===== src/rtl/agc_pkg.sv =====
package agc_pkg;

  // half-dB value of a linear power level, rounded to nearest
  function automatic int hdb_of(input int p);
    return $rtoi(20.0 * $log10(real'(p)) + 0.5);
  endfunction

  typedef enum logic {LNA_LOW = 1'b0, LNA_HIGH = 1'b1} lna_mode_e;

endpackage


===== src/rtl/agc_db_rom.sv =====
module agc_db_rom #(
  parameter int DEPTH = 225,
  parameter int AW    = 8,
  parameter int DW    = 8
) (
  input  logic          clk,
  input  logic          rd_en,
  input  logic [AW-1:0] addr,
  output logic [DW-1:0] q
);
  logic [DW-1:0] mem [DEPTH];

  // table entry i holds the level of power i+1
  initial begin
    for (int i = 0; i < DEPTH; i++) mem[i] = DW'(agc_pkg::hdb_of(i + 1));
  end

  // registered read, no reset, so the table maps to block RAM
  always_ff @(posedge clk) begin
    if (rd_en) q <= mem[addr];
  end
endmodule


===== src/rtl/agc_pi_core.sv =====
module agc_pi_core #(
  parameter int DBW     = 8,
  parameter int SHW     = 3,
  parameter int TOT_MAX = 100,
  parameter int GW      = 7
) (
  input  logic           clk,
  input  logic           rst,
  input  logic           v_in,
  input  logic [DBW-1:0] lvl,
  input  logic [DBW-1:0] ref_lvl,
  input  logic [SHW-1:0] kp_sh,
  input  logic [SHW-1:0] ki_sh,
  output logic           v_out,
  output logic [GW-1:0]  tot_q
);
  localparam int XW = ((DBW > GW) ? DBW : GW) + 3;

  logic [GW-1:0]        integ_q;
  logic signed [XW-1:0] err, p_term, i_term, tot_x, int_x;

  function automatic logic [GW-1:0] clamp(input logic signed [XW-1:0] x);
    if (x < 0) return '0;
    else if (x > $signed(XW'(TOT_MAX))) return GW'(TOT_MAX);
    else return x[GW-1:0];
  endfunction

  always_comb begin
    err    = $signed({{(XW-DBW){1'b0}}, ref_lvl}) - $signed({{(XW-DBW){1'b0}}, lvl});
    p_term = err >>> kp_sh;
    i_term = err >>> ki_sh;
    tot_x  = $signed({{(XW-GW){1'b0}}, integ_q}) + p_term;
    int_x  = $signed({{(XW-GW){1'b0}}, integ_q}) + i_term;
  end

  always_ff @(posedge clk) begin
    if (rst) begin
      v_out   <= 1'b0;
      tot_q   <= '0;
      integ_q <= '0;
    end else begin
      v_out <= v_in;
      if (v_in) begin
        tot_q   <= clamp(tot_x);
        integ_q <= clamp(int_x);
      end
    end
  end
endmodule


===== src/rtl/agc_gain_split.sv =====
module agc_gain_split #(
  parameter int GW    = 7,
  parameter int VW    = 6,
  parameter int VMAX  = 60,
  parameter int STEP  = 40,
  parameter int HYST  = 6
) (
  input  logic          clk,
  input  logic          rst,
  input  logic          v_in,
  input  logic [GW-1:0] tot,
  output logic          lna_hi,
  output logic [VW-1:0] vga_code,
  output logic          upd
);
  import agc_pkg::*;

  lna_mode_e     mode_q, mode_n;
  logic [GW-1:0] vga_n;

  always_comb begin
    mode_n = mode_q;
    if (mode_q == LNA_LOW && tot > GW'(VMAX))
      mode_n = LNA_HIGH;
    else if (mode_q == LNA_HIGH && tot < GW'(VMAX - HYST))
      mode_n = LNA_LOW;
    vga_n = (mode_n == LNA_HIGH) ? tot - GW'(STEP) : tot;
  end

  always_ff @(posedge clk) begin
    if (rst) begin
      mode_q   <= LNA_LOW;
      vga_code <= '0;
      upd      <= 1'b0;
    end else begin
      upd <= v_in;
      if (v_in) begin
        mode_q   <= mode_n;
        vga_code <= vga_n[VW-1:0];
      end
    end
  end

  assign lna_hi = (mode_q == LNA_HIGH);
endmodule


===== src/rtl/agc_log_pi.sv =====
module agc_log_pi #(
  parameter int PW       = 8,
  parameter int PMAX     = 225,
  parameter int DBW      = 8,
  parameter int SHW      = 3,
  parameter int VGA_MAX  = 60,
  parameter int LNA_STEP = 40,
  parameter int HYST     = 6
) (
  input  logic                           clk,
  input  logic                           rst,
  input  logic                           est_vld,
  input  logic [PW-1:0]                  est_pow,
  input  logic [DBW-1:0]                 ref_hdb,
  input  logic [SHW-1:0]                 kp_sh,
  input  logic [SHW-1:0]                 ki_sh,
  output logic                           lna_hi,
  output logic [$clog2(VGA_MAX+1)-1:0]   vga_code,
  output logic                           upd
);
  localparam int TOT_MAX = VGA_MAX + LNA_STEP;
  localparam int GW      = $clog2(TOT_MAX + 1);
  localparam int VW      = $clog2(VGA_MAX + 1);

  logic [PW-1:0]  pow_c, rom_addr;
  logic [DBW-1:0] lvl, ref1;
  logic [SHW-1:0] kp1, ki1;
  logic           v1, v2;
  logic [GW-1:0]  tot_w;

  // clamp the estimate onto the table range
  always_comb begin
    if (est_pow == '0)             pow_c = PW'(1);
    else if (est_pow > PW'(PMAX))  pow_c = PW'(PMAX);
    else                           pow_c = est_pow;
    rom_addr = pow_c - PW'(1);
  end

  agc_db_rom #(.DEPTH(PMAX), .AW(PW), .DW(DBW)) u_rom (
    .clk(clk), .rd_en(est_vld), .addr(rom_addr), .q(lvl)
  );

  // loop settings travel with the estimate
  always_ff @(posedge clk) begin
    if (rst) begin
      v1   <= 1'b0;
      ref1 <= '0;
      kp1  <= '0;
      ki1  <= '0;
    end else begin
      v1 <= est_vld;
      if (est_vld) begin
        ref1 <= ref_hdb;
        kp1  <= kp_sh;
        ki1  <= ki_sh;
      end
    end
  end

  agc_pi_core #(.DBW(DBW), .SHW(SHW), .TOT_MAX(TOT_MAX), .GW(GW)) u_pi (
    .clk(clk), .rst(rst), .v_in(v1), .lvl(lvl), .ref_lvl(ref1),
    .kp_sh(kp1), .ki_sh(ki1), .v_out(v2), .tot_q(tot_w)
  );

  agc_gain_split #(.GW(GW), .VW(VW), .VMAX(VGA_MAX), .STEP(LNA_STEP), .HYST(HYST)) u_split (
    .clk(clk), .rst(rst), .v_in(v2), .tot(tot_w),
    .lna_hi(lna_hi), .vga_code(vga_code), .upd(upd)
  );
endmodule


===== config.mk =====
export PLATFORM = sky130hd
export DESIGN_NAME = agc_log_pi
export DESIGN_NICKNAME = d
export VERILOG_FILES = /design/src/rtl/agc_pkg.sv /design/src/rtl/agc_db_rom.sv /design/src/rtl/agc_pi_core.sv /design/src/rtl/agc_gain_split.sv /design/src/rtl/agc_log_pi.sv
export SDC_FILE = /design/constraint.sdc
export NUM_CORES = 1
export LEC_CHECK = 0
export ABC_CLOCK_PERIOD_IN_PS = 5600
export BUFFER_PORTS_ARGS = -buffer_cell sky130_fd_sc_hd__buf_2
export CORE_MARGIN = 4
export CORE_UTILIZATION = 61
export DETAILED_ROUTE_END_ITERATION = 7
export PLACE_DENSITY = 0.84
export SLEW_MARGIN = 10
export SYNTH_ARGS = -nofsm -noshare
export SYNTH_HDL_FRONTEND = slang
export SYNTH_SLANG_ARGS = --single-unit

===== constraint.sdc =====
create_clock -name clk -period 5.6 [get_ports clk]
set_input_delay 0.84 -clock clk [delete_from_list [all_inputs] [get_ports clk]]
set_output_delay 0.84 -clock clk [all_outputs]
set_load 0.05 [all_outputs]

Word level (Yosys, flattened, before mapping)
Memories as Yosys holds them, arrays and structs flattened. A register that Yosys moved wholly into a read port is not among the register bits.
Cells that the tools add are included.
Widths: inputs -> output; s select.
{ "op_classes": {"n_addsub": 5, "n_lt_le_gt_ge": 7, "shift": 2, "muxes": 9, "bitwise": 1, "reduce_logical": 3} }
{ "op_table": {"columns": ["cell", "n"], "rows": [
  ["$mux 7", 4],
  ["$add 8x11->11", 2],
  ["$gt 11x8->1 const B", 2],
  ["$lt 11x1->1 const B", 2],
  ["$sshr 11x3->11", 2],
  ["$mux 8", 2],
  ["$sub 8x8->9", 1],
  ["$gt 8x8->1 const B", 1],
  ["$logic_not 8->1", 1],
  ["$sub 8x1->8 const B", 1],
  ["$gt 7x6->1 const B", 1],
  ["$lt 7x6->1 const B", 1],
  ["$mux 6", 1],
  ["$sub 6x6->6 const B", 1],
  ["$logic_and 1x1->1", 2],
  ["$mux 1", 2],
  ["$not 1->1", 1]
]} }
{ "word_totals": {"register_bits": 46, "mem_bits_ro": 1350, "in_bits": 25, "out_inout_bits": 8, "elab_cells": 39, "n_memories": 1} }
{ "memory_table": {"columns": ["memory", "words", "width", "read_ports", "rd_ports_with_merged_regs", "write_ports", "line_no", "rtl"], "rows": [
  ["u_rom.mem", 225, 6, 1, 1, 0, "agc_db_rom.sv:11", "logic [DW-1:0] mem [DEPTH];"]
]} }

Logic depth before layout (Yosys ltp)
Gate-level depths: netlist (run 1).
{ "depth": {"depth_word": 6, "mapped_depth": 20, "mapped_depth_nobuf": 19} }

Cells and area by module
A second synthesis (run 1) with hierarchy kept.
{ "unflattened": {"cells_unflattened": 527, "area_unflattened_um2": 4431.8} }
{ "modules_own_cells": {"columns": ["module", "n_inst", "cells_per_inst", "area_per_inst_um2", "seq_area_each_um2"], "rows": [
  ["agc_pi_core", 1, 295, 2363.5, 300.3],
  ["agc_db_rom", 1, 113, 935.9, 180.2],
  ["agc_log_pi", 1, 74, 709.4, 300.3],
  ["agc_gain_split", 1, 45, 422.9, 160.2]
]} }

Least setup slack after synthesis (run 1)
Ideal clock, no wire load.
{ "synth_path": {"path_kind": "register to register", "start": "register u_rom.q[0] (read register of u_rom.mem)", "end": "register u_pi.integ_q[0]", "setup_time_ns": 0.059, "arrival_ns": 4.175, "required_time_ns": 5.541, "path_slack_ns": 1.366, "path_stages_with_launch": 19, "path_buffers": 0, "period_less_slack_ns": 4.234, "cell_sequence": "edfxtp_1 > ha_1 > fa_1 > nor2b_1 > o21a_1 > a221oi_1 > xnor2_1 > mux2i_1 > mux4_2 > ha_1 > inv_1 > fa_1 > nor2b_1 > o31a_1 > o41ai_1 > a21oi_1 > a211o_1 > a211oi_2 > a22o_1"} }
{ "synth_via": {"elab_chain_len": 6, "elab_cells_between_ends": 7, "cone_classes": "2 x add/sub; 2 x order compare; 1 x shift; 2 x mux"} }
{ "synth_lines": {"columns": ["item", "line_no", "rtl"], "rows": [
  ["start, declared", "agc_db_rom.sv:9", "output logic [DW-1:0] q"],
  ["$sub 8x8->9 (*)", "agc_pi_core.sv:29", "err = $signed({{(XW-DBW){1'b0}}, ref_lvl}) - $signed({{(XW-DBW){1'b0}}, lvl});"],
  ["$sshr 11x3->11 (*)", "agc_pi_core.sv:31", "i_term = err >>> ki_sh;"],
  ["$add 8x11->11 (*)", "agc_pi_core.sv:33", "int_x = $signed({{(XW-GW){1'b0}}, integ_q}) + i_term;"],
  ["$gt 11x8->1", "agc_pi_core.sv:24", "else if (x > $signed(XW'(TOT_MAX))) return GW'(TOT_MAX);"],
  ["$mux 7", "agc_pi_core.sv:24", null],
  ["$mux 7 (*)", "agc_pi_core.sv:23", "if (x < 0) return '0;"],
  ["end signal, assigned", "agc_pi_core.sv:45", "integ_q <= clamp(int_x);"],
  ["end, declared", "agc_pi_core.sv:19", "logic [GW-1:0] integ_q;"]
]} }
Every way passes the cells marked *; elsewhere a longest branch is shown, timed or not.
A chain may end at the register's enable or synchronous reset.

Worst setup path in the final report (run 1)
Same ends and word-level chain as after synthesis.

==> metrics.md, run 1 <==
| Metric | Value |
|---|---|
| Maximum VDD drop | `187 µV` |
| Relative slew margins | `between 40 and 50%` |
| Synth unique cells | `70` |
| Final net count | `551` |
| Slew Limit Fails | `0` |
| F_max | `209 MHz` |
| Ys async rst share | `0%` |
| Largest family of logic cells by synthesized area | `compound AO/OA/AOI/OAI gates` |
| Post-Syn Area | `4080 µm²` |
| Crit path largest cell delay | `0.50 ns` |
| Initial core utilization | `between 60% and 70%` |
| Post-Synth Simple-Gate Area | `16.3%` |
| Clock Latency Late Sink | `approximately 0.29 ns` |
| Avg Inst Size Synth | `8.60 µm²` |
| Vias in the first global route | `3380` |
| Post-Place Setup Slack | `0.877 ns` |
| Share of post-route cells with drive strength above 1 | `13.8%` |
| Post-synth EDFFs | `6` |
| Post-synth top area cell | `dfxtp_1` |
| Core area | `about 6400 µm²` |
| Final Hold Viols | `0` |
| Total global routing overflow | `0` |
| Gr busiest metal | `met2` |
| Max FO, Critical Path | `4` |
| RSZ-0062 raised after global routing | `false` |
| CP Class | `reg -> reg` |
| Largest net degree at the start of global routing | `30` |
| Clock Path Buffers | `2` |
| GRT met3 Usage | `3.17%` |
| Top-count cell post-synth | `nor2_1` |
| # fillers | `521` |
| CP endpoint kind | `flip-flop` |
| Syn Nets | `535` |
| Cts hold-fix bufs | `0` |
| Yosys warns | `0` |
| Global-route wire length before repair | `15.9 mm` |
| Final design utilization | `67.2%` |
| Slowest-stage cell, CP | `mux4_2` |
| Die Ht | `about 90 µm` |
| Most frequently used flop master after synthesis | `dfxtp_1` |
| Post-synthesis instance total | `roughly 470` |
| Pwr/cell area | `between 200 and 300 nW/µm²` |
| CP Launch Type | `flip-flop` |
| Compound-Gate Fraction of Synth Area | `about a quarter` |
| Postcts setup bufs | `0` |
| Clock Skews | `0.00854 ns` |
| Commonest cells in the netlist | `nor2_1, mux2i_1, dfxtp_1, ha_1, nand2_1` |
| Register Area | `941 µm²` |
| Total power | `~1.1 mW` |
| Gpl congestion | `0.930` |
| Total GRT Usage | `23.1%` |
| Post-synthesis xor/xnor area fraction | `3.87%` |
| Antenna cell count | `0` |
| Initial antenna violation count | `0` |
| Total Routed Length | `9.27 mm` |
| Leak Pwr | `about 1.8 nW` |
| Arrival @ worst endpoint | `about 5 ns` |
| Num rows | `29` |
| Yosys reg bits | `44` |
| Routed vias/inst | `6.33` |
| Setup ws final | `between 0.8 and 0.9 ns` |
| Met2 usage | `40.0%` |
| Hold crit path type | `reg -> reg` |
| Synthesized-area fraction occupied by adder cells | `a little under an eighth` |
| Reg clk slew, reported paths | `approximately 0.080 ns` |
| CTS tree | `yes` |
| Post-synthesis mux area share | `between 10% and 20%` |
| Drt first-iter violations | `approximately 210` |
| CTS sink count | `44` |
| Ports | `33` |
| H-tree levels | `2` |
| DR pass1 iterations | `5` |
| Final setup TNS | `0 ns` |
| Synth top area share | `between 10% and 20%` |
| Die ar. | `8050 µm²` |
| Cell Chain, Critical Path | `ha_1 > fa_1 > nor2b_1 > o21a_1 > a221oi_1 > xnor2_1 > mux2i_1 > mux4_2 > ha_1 > inv_1 > fa_1 > nor2b_1 > o31a_1 > o41ai_1 > a21oi_1 > a211o_1 > a211oi_2 > a22o_1` |
| Wire per inst | `16.3 µm` |
| Count of final setup violators | `0` |
| Min Hold Slack | `around 0.50 ns` |
| Die W | `89.7 µm` |
| Seq/Total Area, Yosys | `23.1%` |
| Buffers on Ports | `32` |
| Post-DP HPWL | `7.20 mm` |
| Vias | `approximately 3600` |
| Status | `finished clean` |
| Post-route minimum period | `4.79 ns` |
| Area grow syn2layout | `5.80%` |
| Grt met1 use | `a little under a third` |
| Tightest Pin Transition | `about 0.85 ns` |
| Worst path required time | `~6 ns` |
| Antenna viol nets, final | `0` |
| Max cap viols | `0` |
| CTS buffer count | `5` |
| Multi-input gate area in the final layout | `2910 µm²` |
| Largest cells by area after synthesis | `dfxtp_1, mux2i_1, ha_1` |
| Post-CTS sizing | `0` |
| Final period utilization | `85.5%` |
| CTS Root Cell | `clkbuf_8` |
| Post-route DRC violation count | `0` |
-- through the flow --
step,std cells,cell area [µm²]
6_report,568,4310
5_1_grt,568,4310
4_1_cts,568,4310
3_5_place_dp,560,4220
3_3_place_gp,560,4220
2_1_floorplan,474,4080
-- routing by layer --
| metal | up-vias | routed length [µm] |
|---|---|---|
| met1 | 1681 | 4250 |
| met3 | 10 | 463 |
| met2 | 107 | 4470 |
| met5 | - | 0 |
| met4 | 0 | 84 |
| li1 | 1799 | - |
-- report_power, final --
| group | total, mW | switching, mW | internal (mW) |
|---|---|---|---|
| Clock | 0.203 | 0.104 | 0.0985 |
| Sequential | 0.364 | 0.0242 | 0.340 |
| Combinational | 0.525 | 0.300 | 0.226 |
| Total | 1.09 | 0.428 | 0.664 |
-- state kept, by name (all words and copies together) (netlist names) --
name              cells
u_split.vga_code      6
u_rom.q               6
u_split.upd           1
kp1                   3
ki1                   3
u_split.lna_hi        1
ref1                  8
u_pi.tot_q            7
v1                    1
u_pi.integ_q          7
u_pi.v_out            1
-- path summary, 6_finish.rpt --
| path | start | endpoint | slack, ns | depth (start not counted) |
|---|---|---|---|---|
| setup / recovery | u_rom.q[0]$_DFFE_PP_ | u_pi.integ_q[0]$_SDFFE_PP0P_ | 0.81 | 18 |
| hold / removal | u_split.lna_hi$_SDFFE_PP0P_ | u_split.lna_hi$_SDFFE_PP0P_ | 0.50 | 2 |
| setup reg to reg | u_rom.q[0]$_DFFE_PP_ | u_pi.integ_q[0]$_SDFFE_PP0P_ | 0.81 | 18 |
| hold reg to reg | u_split.lna_hi$_SDFFE_PP0P_ | u_split.lna_hi$_SDFFE_PP0P_ | 0.50 | 2 |
-- cells in the final DEF (no fill, tap or decap), types with 3 or more instances in the layout --
| cell | count |
|---|---|
| a211o_1 | 3 |
| a211oi_1 | 9 |
| a21o_1 | 4 |
| a21oi_1 | 23 |
| a221oi_1 | 5 |
| a22o_1 | 8 |
| and2_1 | 3 |
| buf_2 | 32 |
| clkbuf_8 | 6 |
| dfxtp_1 | 38 |
| edfxtp_1 | 6 |
| fa_1 | 3 |
| ha_1 | 33 |
| inv_1 | 27 |
| mux2_2 | 7 |
| mux2i_1 | 43 |
| mux4_2 | 6 |
| nand2_1 | 32 |
| nand2b_1 | 8 |
| nand3_1 | 9 |
| nor2_1 | 49 |
| nor2b_1 | 5 |
| nor3_1 | 8 |
| o211ai_1 | 6 |
| o21a_1 | 5 |
| o21ai_0 | 30 |
| o21bai_1 | 4 |
| o31a_1 | 3 |
| o31ai_1 | 3 |
| or3_1 | 6 |
| xnor2_1 | 15 |
| xor2_1 | 3 |
-- critical path, delay by kind of cell (launching register included) --
kind	cells	cell delay [ns]
adder cells (fa/ha/maj)	4	1.08
multiplexers	2	0.71
XOR/XNOR	1	0.32
AO/OA/AOI/OAI	8	1.89
AND/OR/NAND/NOR	2	0.21
buffers and inverters	1	0.08
flip-flops	1	0.43
-- layout make-up --
class / instances / area share [%]
Multi-Input combinational cell: 379 / 67.6
Sequential cell: 44 / 21.8
Timing Repair Buffer: 33 / 3.89
Inverter: 27 / 2.35
Tap cell: 77 / 2.23
Clock buffer: 6 / 1.91
Clock inverter: 2 / 0.232
-- cells by family after synthesis --
| kind of cell | count (synthesis) |
|---|---|
| muxes | 56 |
| DFF | 44 |
| buffers and inverters | 51 |
| adders and majority gates | 36 |
| and+or+nand+nor | 134 |
| xor gates and xnor gates | 18 |
| AOI/OAI and AO/OA | 135 |
(Power assumes the default switching activity.)
==> run 2, diff against run 1 <==
--- a/config.mk
+++ b/config.mk
@@ -6,5 +6,4 @@
 export NUM_CORES = 1
 export LEC_CHECK = 0
-export ABC_CLOCK_PERIOD_IN_PS = 5600
 export BUFFER_PORTS_ARGS = -buffer_cell sky130_fd_sc_hd__buf_2
 export CORE_MARGIN = 4
==> constraint.sdc (replaced) <==
create_clock -name clk -period 5.6 [get_ports clk]
set_input_delay 0.56 -clock clk [delete_from_list [all_inputs] [get_ports clk]]
set_output_delay 0.56 -clock clk [all_outputs]
set_load 0.05 [all_outputs]
==> run 2 against run 1 <==
  * Setup slack improved by 0.028 ns
  * Cell count unchanged
  * Sequential power about the same
  * Sequential cell count unchanged
  * Critical path depth unchanged
  * Largest cell class unchanged
==> metrics.md, run 2 (same netlist as run 1, synthesis figures left out) <==
| Metric | Value |
|---|---|
| Status | `finished clean` |
| Max FFs per register | `8` |
| CP endpoint kind | `flip-flop` |
| Total GRT Usage | `23.5%` |
| Hold crit path type | `reg -> reg` |
| Reg clk slew, reported paths | `approximately 0.080 ns` |
| Arrival @ worst endpoint | `5.00 ns` |
| Commonest non-fill, non-tap cells in the layout | `nor2_1, mux2i_1, dfxtp_1` |
| Drt first-iter violations | `216` |
| Die Ht | `about 90 µm` |
| Placed instance area | `4220 µm²` |
| CTS tree | `yes` |
| Clock Latency Late Sink | `0.30 ns` |
| Slew Limit Fails | `0` |
| Top flop regs | `ref1 (8), u_pi.integ_q (7), u_pi.tot_q (7)` |
| Initial core utilization | `roughly 63%` |
| Antenna viol nets, final | `0` |
| Worst path top cell family by delay | `compound AO/OA/AOI/OAI gates` |
| Antenna cell count | `0` |
| Area grow syn2layout | `5.80%` |
| Gpl congestion | `~0.95` |
| Core area | `roughly 6400 µm²` |
| Share of post-route cells with drive strength above 1 | `13.8%` |
| CTS Root Cell | `clkbuf_8` |
| Gr busiest metal | `met2` |
| Clk network pwr share | `18.7%` |
| Max cap viols | `0` |
| Die W | `89.7 µm` |
| Postcts setup bufs | `0` |
| Post-DP HPWL | `7.27 mm` |
| Buffers on Ports | `32` |
| Leak Pwr | `1.78 nW` |
| Post-route DRC violation count | `0` |
| GRT met3 Usage | `4.17%` |
| F_max | `210 MHz` |
| RSZ-0062 raised after global routing | `false` |
| Register with the most flip-flops | `ref1` |
| Final net count | `551` |
| Design Area, Final | `4310 µm²` |
| Maximum VDD drop | `185 µV` |
| Count of final setup violators | `0` |
| Worst Path Buf+Inv | `1` |
| Sw power | `0.439 mW` |
| Die ar. | `8050 µm²` |
| Num rows | `29` |
| Final period utilization | `approximately 85%` |
| Worst path required time | `5.84 ns` |
| Final setup TNS | `0 ns` |
| Comb power frac | `48.3%` |
| Sw frac | `39.8%` |
| CP Class | `reg -> reg` |
| Cts hold-fix bufs | `0` |
| Cell Chain, Critical Path | `ha_1 > fa_1 > nor2b_1 > o21a_1 > a221oi_1 > xnor2_1 > mux2i_1 > mux4_2 > ha_1 > inv_1 > fa_1 > nor2b_1 > o31a_1 > o41ai_1 > a21oi_1 > a211o_1 > a211oi_2 > a22o_1` |
| Global-route wire length before repair | `16.3 mm` |
| Grt met1 use | `31.8%` |
| Max FO, Critical Path | `4` |
| Pint | `around 0.66 mW` |
| Total Routed Length | `around 9.6 mm` |
| Initial antenna violation count | `0` |
| Final Hold Viols | `0` |
| Slowest-stage cell, CP | `mux4_2` |
| CP Launch Type | `flip-flop` |
| Clock Path Buffers | `2` |
| DR pass1 iterations | `5` |
| Pwr/cell area | `about 260 nW/µm²` |
| Post-route minimum period | `4.76 ns` |
| Crit path largest cell delay | `0.50 ns` |
| Most common cell after layout, fill and taps aside | `nor2_1` |
| Vias in the first global route | `about 3500` |
| Routed vias/inst | `6.51` |
| Sequential share of power | `between 30% and 40%` |
| Vias | `3695` |
| Tightest Pin Transition | `between 0.8 and 0.9 ns` |
| Min Hold Slack | `approximately 0.5 ns` |
| Ports | `33` |
| Wire per inst | `16.9 µm` |
| H-tree levels | `2` |
| CTS buffer count | `5` |
| Met2 usage | `38.4%` |
| CTS sink count | `between 40 and 50` |
| Clock Skews | `0.00776 ns` |
| Total global routing overflow | `0` |
| Post-CTS sizing | `0` |
| Relative slew margins | `41.5%` |
| Largest net degree at the start of global routing | `30` |
[run 2: final cells by class]
type                       count  area, µm²
clock inverter                 2       10.0
fill                         517       2110
multi-input combinational    379       2910
sequential                    44        941
tap                           77       96.3
inverter                      27        101
timing repair buffer          33        168
clock buffer                   6       82.6
[run 2: power groups by stage]
stage | Combinational [mW] | Clock (mW) | Sequential, mW
final | 0.533 | 0.206 | 0.364
after global routing | 0.589 | 0.223 | 0.368
after CTS | 0.522 | 0.208 | 0.364
after detailed placement | 0.516 | 0 | 0.371
after global placement | 0.498 | 0 | 0.370
after floorplan | 0.421 | 0 | 0.362
[run 2: worst register-to-register path, stage by stage (launching register included)]
cell and delay [ns]:
edfxtp_1 0.40, ha_1 0.23, fa_1 0.43, nor2b_1 0.13, o21a_1 0.20, a221oi_1 0.12
xnor2_1 0.30, mux2i_1 0.18, mux4_2 0.50, ha_1 0.23, inv_1 0.08, fa_1 0.20
nor2b_1 0.08, o31a_1 0.27, o41ai_1 0.40, a21oi_1 0.13, a211o_1 0.31, a211oi_2 0.34
a22o_1 0.17
[run 2: stage by stage]
stage	std cells	util, %	setup WS (ns)	power (mW)
floorplan	474	-	1.37	0.783
global placement	560	65.7	1.06	0.868
global route	568	67.2	0.575	1.18
detailed placement	560	65.7	0.921	0.887
finish	568	67.2	0.840	1.10
CTS	568	67.2	0.871	1.09
[run 2: path summary, 6_finish.rpt]
| check | startpoint | end | slack (ns) | cells after the start |
|---|---|---|---|---|
| setup / recovery | u_rom.q[0]$_DFFE_PP_ | u_pi.integ_q[0]$_SDFFE_PP0P_ | 0.84 | 18 |
| hold reg to reg | u_split.vga_code[4]$_SDFFE_PP0P_ | u_split.vga_code[4]$_SDFFE_PP0P_ | 0.50 | 2 |
| hold / removal | u_split.vga_code[4]$_SDFFE_PP0P_ | u_split.vga_code[4]$_SDFFE_PP0P_ | 0.50 | 2 |
| setup reg to reg | u_rom.q[0]$_DFFE_PP_ | u_pi.integ_q[0]$_SDFFE_PP0P_ | 0.84 | 18 |
[run 2: metal layers]
metal / share of wire, % / routed length [µm]
met5: 0 / 0
met4: 2.3 / 216
met3: 6.1 / 584
met2: 47 / 4470
met1: 45 / 4320
==> run 3, diff against run 2 <==
CORE_UTILIZATION = 55   (was 61)
PLACE_DENSITY = 0.8   (was 0.84)
clock period = 3.82 ns   (was 5.6 ns; I/O delays follow)
==> run 3 against run 2 <==
  * The flow now finishes with violations (negative setup slack)
  * Sequential power increased by 48%
  * Wire length increased by 29%
  * Utilization increased by 6.8 points
  * Clock power increased by 50%
  * Total power increased by 87%
  * Worst hold slack got worse by 0.19 ns
  * Critical endpoint is now u_pi.tot_q[3]$_SDFFE_PP0P_
  * Largest cell class unchanged
  * Highest routed layer unchanged
==> metrics.md, run 3 (same netlist as run 1, synthesis figures left out) <==
| Metric | Value |
|---|---|
| Crit path largest cell delay | `0.52 ns` |
| CTS tree | `yes` |
| Final Hold Viols | `0` |
| Routed vias/inst | `6.23` |
| Initial core utilization | `between 50% and 60%` |
| Max cap viols | `0` |
| Failing checks | `negative setup slack` |
| Leak Pwr | `between 2 and 2.5 nW` |
| Total GRT Usage | `26.5%` |
| Antenna cell count | `0` |
| Placed instance area | `roughly 4800 µm²` |
| Die ar. | `8850 µm²` |
| Status | `complete, but fails checks` |
| Post-route DRC violation count | `0` |
| CTS sink count | `44` |
| Clock Latency Late Sink | `about 0.31 ns` |
| Worst Path Buf+Inv | `1` |
| Final net count | `639` |
| Final setup TNS | `-7.17 ns` |
| Post-route minimum period | `~4.4 ns` |
| CTS Root Cell | `clkbuf_8` |
| Slew Limit Fails | `0` |
| Design Area, Final | `5340 µm²` |
| Initial antenna violation count | `0` |
| Min-delay src | `kp_sh[0]` |
| Arrival @ worst endpoint | `4.64 ns` |
| CP Class | `reg -> reg` |
| Tightest Pin Transition | `0.847 ns` |
| Slowest-stage cell, CP | `mux4_2` |
| Setup ws final | `-0.563 ns` |
| Vias in the first global route | `4044` |
| Drt first-iter violations | `274` |
| Gpl congestion | `0.955` |
| Total Routed Length | `roughly 12 mm` |
| Share of post-route cells with drive strength above 1 | `34.5%` |
| Maximum VDD drop | `285 µV` |
| Max FFs per register | `8` |
| Most common cell after layout, fill and taps aside | `buf_4` |
| Wire per inst | `18.3 µm` |
| # fillers | `503` |
| Clock Skews | `0.0118 ns` |
| Final period utilization | `115%` |
| Commonest non-fill, non-tap cells in the layout | `buf_4, nor2_1, mux2i_1` |
| Reg clk slew, reported paths | `0.10 ns` |
| Largest net degree at the start of global routing | `30` |
| H-tree levels | `2` |
| Die W | `94.1 µm` |
| Buffers on Ports | `32` |
| Post-Place Setup Slack | `-0.552 ns` |
| Antenna viol nets, final | `0` |
| F_max | `228 MHz` |
| Hold crit path type | `in -> reg` |
| Pwr/cell area | `387 nW/µm²` |
| Worst path top cell family by delay | `compound AO/OA/AOI/OAI gates` |
| Num rows | `31` |
| Total power | `2.07 mW` |
| Die Ht | `94.1 µm` |
| CP Launch Type | `flip-flop` |
| Area grow syn2layout | `31.0%` |
| Ports | `33` |
| Relative slew margins | `between 40% and 50%` |
| Core area | `7210 µm²` |
| Max FO, Critical Path | `4` |
| Cts hold-fix bufs | `0` |
| Vias | `4224` |
| CTS buffer count | `5` |
| Global-route wire length before repair | `19.0 mm` |
| Total global routing overflow | `0` |
| RSZ-0062 raised after global routing | `true` |
| Cell Chain, Critical Path | `ha_2 > fa_2 > nor2b_2 > o21a_2 > a221oi_4 > xnor2_2 > mux2i_1 > buf_4 > mux4_2 > ha_4 > nand2b_4 > a21oi_4 > o31ai_4 > a32oi_2 > o211ai_1 > a2111oi_4 > a22o_1` |
| CP endpoint kind | `flip-flop` |
| Final design utilization | `74.0%` |
| Top flop regs | `ref1 (8), u_pi.integ_q (7), u_pi.tot_q (7)` |
| Reg-to-Reg Start | `u_rom.q[0]$_DFFE_PP_` |
| Register with the most flip-flops | `ref1` |
| Count of final setup violators | `14` |
| DR pass1 iterations | `7` |
| Clock Path Buffers | `2` |
| Worst path required time | `slightly above 4 ns` |
| First element of the critical path | `u_rom.q[0]$_DFFE_PP_` |
| Post-DP HPWL | `7.98 mm` |
## run 3: cell types whose count changed in the layout (fill, tap and decap cells not counted), sizes merged
cell and delta:
buf +88, inv +1, clkbuf -1, clkinvlp +1, clkinv -1
## run 3: worst paths after layout
check                                                   endpoint  slack [ns]  cells after the start
worst max-delay path                  u_pi.tot_q[3]$_SDFFE_PP0P_       -0.56                     17
worst max register to register        u_pi.tot_q[3]$_SDFFE_PP0P_       -0.56                     17
worst min register to register  u_split.vga_code[1]$_SDFFE_PP0P_        0.50                      2
worst min-delay path                         kp1[0]$_SDFFE_PP0P_        0.31                      3
## run 3: what timing repair did
item,in CTS,in global routing
resized for setup,32,22
setup endpoints to repair,14,14
hold endpoints to repair,0,0
pin swaps,22,10
setup buffers,20,2
## run 3: worst register-to-register path: stages, from the launching register on
cell	delay [ns]
edfxtp_1	0.41
ha_2	0.21
fa_2	0.36
nor2b_2	0.13
o21a_2	0.22
a221oi_4	0.09
xnor2_2	0.21
mux2i_1	0.13
buf_4	0.18
mux4_2	0.52
ha_4	0.32
nand2b_4	0.07
a21oi_4	0.23
o31ai_4	0.11
a32oi_2	0.21
o211ai_1	0.22
a2111oi_4	0.52
a22o_1	0.20
## run 3: layout make-up
cell class	instances	area, µm²	share of cell area, %
multi-input cells	379	3240	60.7
repair buffers	121	843	15.8
clock inverters	3	22.5	0.422
inverters	27	101	1.90
clock buffers	5	68.8	1.29
flip-flops and latches	44	941	17.6
well taps	99	124	2.32
## run 3: report_power, final
group          total [mW]  switching [mW]  internal (mW)
Sequential          0.537          0.0388          0.498
Combinational        1.22           0.624          0.598
Clock               0.308           0.178          0.130
## run 3: per-layer routing
| layer | GRT usage (%) | up-vias | share of wire, % |
|---|---|---|---|
| met5 | 0 | - | 0 |
| met4 | 9.27 | 0 | 4.1 |
| met3 | 3.93 | 64 | 5.9 |
| met2 | 47.3 | 188 | 51 |
| met1 | 32.2 | 2003 | 39 |
| li1 | - | 1969 | - |
## run 3: through the flow
step / hold slack (ns) / std cells
after floorplan: 0.449 / 474
after global placement: 0.467 / 651
after detailed placement: 0.476 / 651
after CTS: 0.313 / 677
after global routing: 0.321 / 678
final: 0.310 / 678
